===== config.mk =====
export PLATFORM = sky130hd
export DESIGN_NAME = wakeup_timer
export DESIGN_NICKNAME = d
export VERILOG_FILES = /design/src/rtl/wkt_pkg.sv /design/src/rtl/wkt_regs.sv /design/src/rtl/wkt_counter.sv /design/src/rtl/wkt_rdport.sv /design/src/rtl/wakeup_timer.sv
export SDC_FILE = /design/constraint.sdc
export NUM_CORES = 1
export LEC_CHECK = 0
export CORE_MARGIN = 2
export CORE_UTILIZATION = 55
export CTS_CLUSTER_DIAMETER = 40
export CTS_CLUSTER_SIZE = 30
export DETAILED_ROUTE_END_ITERATION = 10
export PLACE_DENSITY = 0.73
export SLEW_MARGIN = 30
export SYNTH_ARGS = -nofsm -noshare
export SYNTH_HDL_FRONTEND = slang
export SYNTH_SLANG_ARGS = --single-unit

===== constraint.sdc =====
create_clock -name clk -period 4.7 [get_ports clk]
set_input_delay 0.94 -clock clk [delete_from_list [all_inputs] [get_ports clk]]
set_output_delay 0.94 -clock clk [all_outputs]
set_load 0.01 [all_outputs]

===== src/rtl/wkt_pkg.sv =====
package wkt_pkg;
   localparam int BYTE_W = 8;

   typedef enum logic [1:0] {
      RGN_IVAL = 2'd0,
      RGN_SNAP = 2'd1,
      RGN_NONE = 2'd2
   } region_e;

   function automatic region_e decode_region(input int unsigned a, input int unsigned nbytes);
      if (a < nbytes)            return RGN_IVAL;
      else if (a < 2 * nbytes)   return RGN_SNAP;
      else                       return RGN_NONE;
   endfunction
endpackage


===== src/rtl/wkt_regs.sv =====
module wkt_regs #(
   parameter int CNT_W  = 32,
   parameter int ADDR_W = 3
) (
   input  logic              clk,
   input  logic              rst_n,
   input  logic              wr_en,
   input  logic [ADDR_W-1:0] addr,
   input  logic [7:0]        wdata,
   output logic              commit,
   output logic [CNT_W-1:0]  commit_val,
   output logic [CNT_W-1:0]  ival
);
   import wkt_pkg::*;
   localparam int NB = CNT_W / BYTE_W;

   logic [CNT_W-1:BYTE_W] stage_flat;

   for (genvar g = 1; g < NB; g++) begin : g_lane
      logic [BYTE_W-1:0] lane_q;
      always_ff @(posedge clk or negedge rst_n) begin
         if (!rst_n)
            lane_q <= '0;
         else if (wr_en && addr == ADDR_W'(g))
            lane_q <= wdata;
      end
      assign stage_flat[g*BYTE_W +: BYTE_W] = lane_q;
   end

   assign commit     = wr_en && (addr == '0);
   assign commit_val = {stage_flat, wdata};

   always_ff @(posedge clk or negedge rst_n) begin
      if (!rst_n)
         ival <= '0;
      else if (commit)
         ival <= commit_val;
   end
endmodule


===== src/rtl/wkt_counter.sv =====
module wkt_counter #(
   parameter int CNT_W = 32
) (
   input  logic             clk,
   input  logic             rst_n,
   input  logic             tick,
   input  logic             commit,
   input  logic [CNT_W-1:0] commit_val,
   input  logic [CNT_W-1:0] ival,
   output logic [CNT_W-1:0] cnt,
   output logic             irq,
   output logic             running
);
   logic             last;
   logic [CNT_W-1:0] ival_m1;

   assign ival_m1 = ival - CNT_W'(1);
   assign last    = (cnt == ival_m1);

   always_ff @(posedge clk or negedge rst_n) begin
      if (!rst_n) begin
         cnt     <= '0;
         irq     <= 1'b0;
         running <= 1'b0;
      end else begin
         irq <= 1'b0;
         if (commit) begin
            cnt     <= '0;
            running <= (commit_val != '0);
         end else if (running && tick) begin
            if (last) begin
               cnt <= '0;
               irq <= 1'b1;
            end else begin
               cnt <= cnt + CNT_W'(1);
            end
         end
      end
   end
endmodule


===== src/rtl/wkt_rdport.sv =====
module wkt_rdport #(
   parameter int CNT_W  = 32,
   parameter int ADDR_W = 3
) (
   input  logic              clk,
   input  logic              rst_n,
   input  logic              rd_en,
   input  logic [ADDR_W-1:0] addr,
   input  logic [CNT_W-1:0]  cnt,
   input  logic [CNT_W-1:0]  ival,
   output logic [7:0]        rdata
);
   import wkt_pkg::*;
   localparam int NB = CNT_W / BYTE_W;

   logic [CNT_W-1:0] snap_q;
   logic [7:0]       rd_next;
   logic             snap_take;
   region_e          rgn;
   int unsigned      a_int;
   int unsigned      lane;

   always_comb begin
      a_int     = int'(addr);
      rgn       = decode_region(a_int, NB);
      snap_take = rd_en && (a_int == NB);
      rd_next   = '0;
      lane      = 0;
      unique case (rgn)
         RGN_IVAL: begin
            lane    = a_int;
            rd_next = ival[lane*BYTE_W +: BYTE_W];
         end
         RGN_SNAP: begin
            lane    = a_int - NB;
            rd_next = (lane == 0) ? cnt[BYTE_W-1:0] : snap_q[lane*BYTE_W +: BYTE_W];
         end
         default: rd_next = '0;
      endcase
   end

   always_ff @(posedge clk or negedge rst_n) begin
      if (!rst_n) begin
         snap_q <= '0;
         rdata  <= '0;
      end else begin
         if (snap_take) snap_q <= cnt;
         if (rd_en)     rdata  <= rd_next;
      end
   end
endmodule


===== src/rtl/wakeup_timer.sv =====
module wakeup_timer #(
   parameter int CNT_W  = 32,
   parameter int ADDR_W = 3
) (
   input  logic              clk,
   input  logic              rst_n,
   input  logic              tick,
   input  logic              wr_en,
   input  logic              rd_en,
   input  logic [ADDR_W-1:0] addr,
   input  logic [7:0]        wdata,
   output logic [7:0]        rdata,
   output logic              irq,
   output logic              running
);
   import wkt_pkg::*;
   localparam int NB = CNT_W / BYTE_W;

   if (CNT_W % BYTE_W != 0 || CNT_W < 2 * BYTE_W) begin : g_bad_width
      $error("wakeup_timer: CNT_W must be a multiple of 8 and at least 16");
   end
   if ((1 << ADDR_W) < 2 * NB) begin : g_bad_addr
      $error("wakeup_timer: ADDR_W too narrow for interval and snapshot bytes");
   end

   logic             commit;
   logic [CNT_W-1:0] commit_val;
   logic [CNT_W-1:0] ival_q;
   logic [CNT_W-1:0] cnt_q;

   wkt_regs #(.CNT_W(CNT_W), .ADDR_W(ADDR_W)) u_regs (
      .clk(clk), .rst_n(rst_n), .wr_en(wr_en), .addr(addr), .wdata(wdata),
      .commit(commit), .commit_val(commit_val), .ival(ival_q)
   );

   wkt_counter #(.CNT_W(CNT_W)) u_cnt (
      .clk(clk), .rst_n(rst_n), .tick(tick), .commit(commit),
      .commit_val(commit_val), .ival(ival_q), .cnt(cnt_q),
      .irq(irq), .running(running)
   );

   wkt_rdport #(.CNT_W(CNT_W), .ADDR_W(ADDR_W)) u_rd (
      .clk(clk), .rst_n(rst_n), .rd_en(rd_en), .addr(addr),
      .cnt(cnt_q), .ival(ival_q), .rdata(rdata)
   );
endmodule


# Word level (Yosys, flattened, before mapping)
# Cells that the tools add are included.
# classes
reduce_logical	11
order_cmp	1
addsub	3
n_eq_ne	6
mux	9
n_shift	2
# op_table
operator	n
32-bit 2-to-1 mux	3
32-bit by 33-bit variable part select with 8-bit output	1
32-bit by 1-bit adder with 32-bit output (second input constant)	1
32-bit equality test	1
32-bit logical NOT	1
32-bit nonzero test	1
32-bit by 7-bit variable part select with 8-bit output	1
32-bit by 1-bit subtractor with 32-bit output (second input constant)	1
8-bit one-hot mux with 2 select lines	1
8-bit 2-to-1 mux	1
3-bit by 2-bit equality test with 1-bit output (second input constant)	2
1-bit logical AND	6
1-bit 2-to-1 mux	4
3-bit by 3-bit subtractor with 4-bit output (second input constant)	1
3-bit by 1-bit equality test with 1-bit output (second input constant)	1
3-bit equality test (second input constant)	1
3-bit logical NOT	1
3-bit < comparator (second input constant)	1
2-bit by 1-bit equality test with 1-bit output (second input constant)	1
2-bit logical NOT	1
2-bit nonzero test	1
# word_totals
elab_cells	41
regBits	130
out_inout_bits	10

# Depth between registers and ports, before layout
# logic_depth
depth_word	5
depth_mapped	14

# By module
# Synthesis repeated with hierarchy kept, for this count alone.
# unflattened
hier_cells	666
hier_area_um2	7151.9
# modules_own_cells
module	instances	cells_each	area_per_inst_um2	seq_area_each_um2
wkt_counter	1	392	3083.0	850.8
wkt_regs	1	129	2188.3	1401.3
wkt_rdport	1	145	1880.6	800.8

# Worst setup path before layout
# Ideal clock, no wire load.
# synth_path
path_type	register -> register
from	reg u_regs.ival[0]
to	reg u_cnt.cnt[1]
path_stages_with_launch	13
setup_slack_ps	1282
required_ps	4578
setup_time_ps	122
arrival_time_ps	3297
period_less_slack_ps	3418
path_cell_list	dfrtp_1 clkbuf_1 inv_1 ha_1 buf_1 nor3b_1 a21boi_0 or4b_2 and3_1 nor4_1 nand4_2 buf_2 a32o_1
# synth_between
elab_chain_len	5
# synth_rtl
element	line	rtl
from (decl)	wkt_regs.sv:12	output logic [CNT_W-1:0] ival
from (signal assigned)	wkt_regs.sv:37	ival <= commit_val;
32-bit by 1-bit subtractor with 32-bit output	wkt_counter.sv:17	assign ival_m1 = ival - CNT_W'(1);
32-bit equality test	wkt_counter.sv:18	assign last = (cnt == ival_m1);
32-bit 2-to-1 mux	wkt_counter.sv:31	if (last) begin
32-bit 2-to-1 mux	wkt_counter.sv:30	end else if (running && tick) begin
32-bit 2-to-1 mux	wkt_counter.sv:27	if (commit) begin
to (signal assigned)	wkt_counter.sv:35	cnt <= cnt + CNT_W'(1);
to (decl)	wkt_counter.sv:10	output logic [CNT_W-1:0] cnt,
# No other way between the ends. The select of a mux whose other input is x is not followed.
# A chain may end at the register's enable or synchronous reset.

# Worst setup path after layout
# layout_path
from	reg u_regs.ival[0]
to	reg u_cnt.cnt[3]
# Same word-level chain as after synthesis.

==> results by group <==
Finish
  • Final design utilization: 63.3%
  • Layout Nets: 749
  • Layout Cells excl Fill: 916
  • Syn-to-layout area delta: 11.7%
  • Layout cell share with drive strength beyond 1: 18.3%
  • Final Cell Area: 0.00803 sq mm

Logic synthesis
  • Post-synthesis cell type count: 63
  • Synth top area share: 42.5%
  • Post-synthesis sequential area ratio: 42.5%
  • Main flop type after synthesis: dfrtp_1
  • Syn Area/Cell: 9.80 sq um
  • Syn Inst Count: 733
  • Largest area contributor in the netlist: dfrtp_1
  • Synth area leaders: dfrtp_1, mux2_2, nand2_1
  • Ys async rst share: 100%
  • Netlist Area Pre-Place: 0.00719 sq mm
  • Post-Syn Nets: 751
  • Synth warnings: 0
  • Post-synth EDFFs: 0
  • Seq cells post-synth: 122

Floorplan
  • Initial Util: 56.7%
  • Die height: 118 microns
  • IO Pins: 26
  • Core area: 0.0127 sq mm
  • Die X: 118 microns
  • Num rows: 41
  • Die ar.: 0.0140 sq mm

Timing
  • Min Hold Slack: 0.499 ns
  • Final setup TNS: 0 ns
  • Min cycle time layout: 3.78 ns
  • Final hold viol count: 0
  • Slew HR: 35.2%
  • Pins over their slew limit: 0
  • RSZ-0062 raised after global routing: false
  • Final worst slack: 0.923 ns
  • Max Freq: 265 MHz
  • Worst-Margin Slew: 0.963 ns
  • Skew final: 0.00812 ns
  • Setup violators final: 0
  • Final period utilization: 80.4%

Setup path
  • Reg2Reg Setup Slack: 0.92 ns
  • Critical Setup Path Class: register to register
  • WP data arrival: 4.05 ns
  • Worst r2r src: u_regs.ival[0]
  • Critical Path End Type: register
  • Crit path cell chain: inv_1 > ha_1 > nor3b_1 > a21boi_0 > or4b_2 > and3_1 > nor4_1 > nand4_2 > nand2_2 > o22ai_1
  • Crit path from: u_regs.ival[0]
  • Required time of the critical path: 4.98 ns
  • Reg2Reg Depth: 10
  • Crit path capture: u_cnt.cnt[3]
  • Startpoint types: register
  • CP max stage delay: 0.66 ns
  • CP max stage cell: or4b_2
  • Worst-path fanout max: 20
  • FF-to-FF End: u_cnt.cnt[3]

Placement
  • DP HPWL: 14.4 mm
  • Gpl congestion: 0.934
  • DP Worst Slack: 0.976 ns
  • Post-DP Area: 0.00746 sq mm
  • PortBufs: 25
  • Placed cells: 884

Worst hold path
  • Hold Path Class: register to register
  • HP Start: u_regs.g_lane[3].lane_q[0]

Routing
  • DR iter-0 viols: 539
  • Pre-antenna DRT Iters: 5
  • DR WL/cell: 22.2 microns
  • Antenna viol nets, final: 0
  • Total wire length: 20.3 mm
  • Vias/cell: 6.52
  • Post-route DRC: 0
  • Vias: 5972

CTS
  • Hold-fix buffers at CTS: 0
  • Worst-path clk slew: 0.05 ns
  • Max clock buf depth: 2
  • CTS Root Cell: clkbuf_16
  • CTS tree: built
  • Inserted Clock Buffers: 17
  • Post-CTS setup buffers: 0
  • Post_cts resized: 0
  • H-tree depth: 4
  • CTS Sinks: 122
  • Skew-Pair Late Insertion Delay: 0.43 ns

Pwr
  • Tot Pwr: 3.43 mW
  • Worst vdd ir: 0.000361 V
  • Pwr Density: 427 mW/mm^2
  • Pleak: 3.34 nW

Job
  • Max-cap violations: 0

Global routing
  • First-pass GRT wire length: 32.5 mm
  • Aggregate global routing overflow: 0
  • Vias in the first global route: 5832
  • Largest net degree at the start of global routing: 88
  • Initial antenna violation count: 1
  • GRT Overall Usage: 30.4%

Status
  • Outcome: completed
-- synthesized netlist by cell type (5+ instances only) --
| library cell | n |
|---|---|
| nand2_1 | 135 |
| a21oi_1 | 20 |
| buf_6 | 7 |
| mux2i_1 | 13 |
| dfrtp_1 | 122 |
| mux4_2 | 16 |
| o21ai_0 | 16 |
| or4_1 | 7 |
| nor2_1 | 30 |
| nor2b_1 | 7 |
| a31oi_1 | 15 |
| clkbuf_1 | 39 |
| and2_1 | 5 |
| nor3_1 | 15 |
| o311ai_2 | 14 |
| or2_2 | 6 |
| a211oi_1 | 5 |
| mux2_2 | 48 |
| and3_1 | 9 |
| or3_1 | 11 |
| o21ai_1 | 6 |
| xor2_1 | 11 |
| inv_1 | 14 |
| nand3_1 | 27 |
| nand4_1 | 25 |
| buf_1 | 5 |
| xnor2_1 | 27 |
| nor4_1 | 19 |
| nand2b_1 | 6 |
-- cell usage in the layout (no fill, tap or decap), types with 3 or more instances in the layout --
master	Yosys	routed
a21oi_1	20	19
o21ai_1	6	6
or4_4	3	3
nor4_1	19	19
nor3_1	15	15
or2_2	6	6
clkbuf_16	0	17
and2_1	5	5
or4_1	7	7
mux2_2	48	48
nand3b_1	3	3
nand2b_1	6	6
nand4_1	25	25
and3_1	9	8
dfrtp_1	122	122
clkinv_2	0	3
a31oi_1	15	15
nor2b_1	7	7
nand2_1	135	135
nand3_1	27	27
o311ai_2	14	14
inv_1	14	14
clkinvlp_4	0	3
buf_4	0	8
clkdlybuf4s50_1	0	24
or3_1	11	11
xnor2_1	27	27
o21ai_0	16	16
nor2_1	30	30
a211oi_1	5	5
o22ai_1	4	4
mux4_2	16	16
clkbuf_8	0	3
and3b_1	3	3
xor2_1	11	11
mux2i_1	13	13
and4_1	4	4
-- sequential cells by signal, indices dropped and copies added (netlist names) --
signal and count:
u_regs.g_lane.lane_q 24, u_cnt.cnt 32, u_rd.snap_q 24, u_regs.ival 32
u_cnt.running 1, u_cnt.irq 1, u_rd.rdata 8
-- cells by family (layout without fill, tap and decap cells) --
kind of cell | after synthesis | in the layout | synth area share [%]
buffers and inverters | 68 | 78 | 4.33
XOR/XNOR | 38 | 38 | 4.63
AO/OA/AOI/OAI | 97 | 97 | 10.4
flip-flops | 122 | 122 | 42.5
multiplexers | 77 | 77 | 14.3
adder cells (fa/ha/maj) | 2 | 2 | 0.348
AND/OR/NAND/NOR | 329 | 329 | 23.5
other | 0 | 1 | 0
-- critical path: cells and delay by family (launching register included) --
kind | cells | cell delay, ns
AOI/OAI and AO/OA | 2 | 0.39
adders and majority gates | 1 | 0.34
buffers and inverters | 1 | 0.11
DFF | 1 | 0.46
and+or+nand+nor | 6 | 2.32
-- final cells by class --
| class | count | area (sq um) |
|---|---|---|
| diodes | 1 | 2.50 |
| clock buffers | 21 | 470 |
| clock inverters | 10 | 93.8 |
| fillers | 1020 | 4640 |
| inverters | 14 | 52.6 |
| multi-input cells | 543 | 3830 |
| flip-flops and latches | 122 | 3050 |
| well taps | 172 | 215 |
| repair buffers | 33 | 312 |
-- metal layers --
layer	up-vias	track usage, %	wire (microns)	share of wire, %
li1	2673	-	-	-
met1	2966	40.2	8430	42
met2	265	46.5	9630	47
met3	68	6.52	1400	6.9
met4	0	17.0	822	4.1
met5	-	0	0	0
-- where the power goes --
part	leakage, nW	total [mW]	internal [mW]	switching [mW]
Combinational	1.47	0.748	0.347	0.401
Sequential	1.60	1.44	1.19	0.251
Clock	0.271	1.24	0.764	0.476
Total	3.34	3.43	2.30	1.13
-- worst min path at each step --
stage | cells after the start | end | slack [ns]
floorplan | 2 | u_regs.ival[24] | 0.46
global placement | 2 | u_regs.ival[27] | 0.48
detailed placement | 2 | u_regs.ival[24] | 0.48
CTS | 2 | u_regs.ival[24] | 0.50
global route | 2 | u_regs.ival[28] | 0.53
finish | 2 | u_regs.ival[24] | 0.50
(Power assumes the default switching activity.)
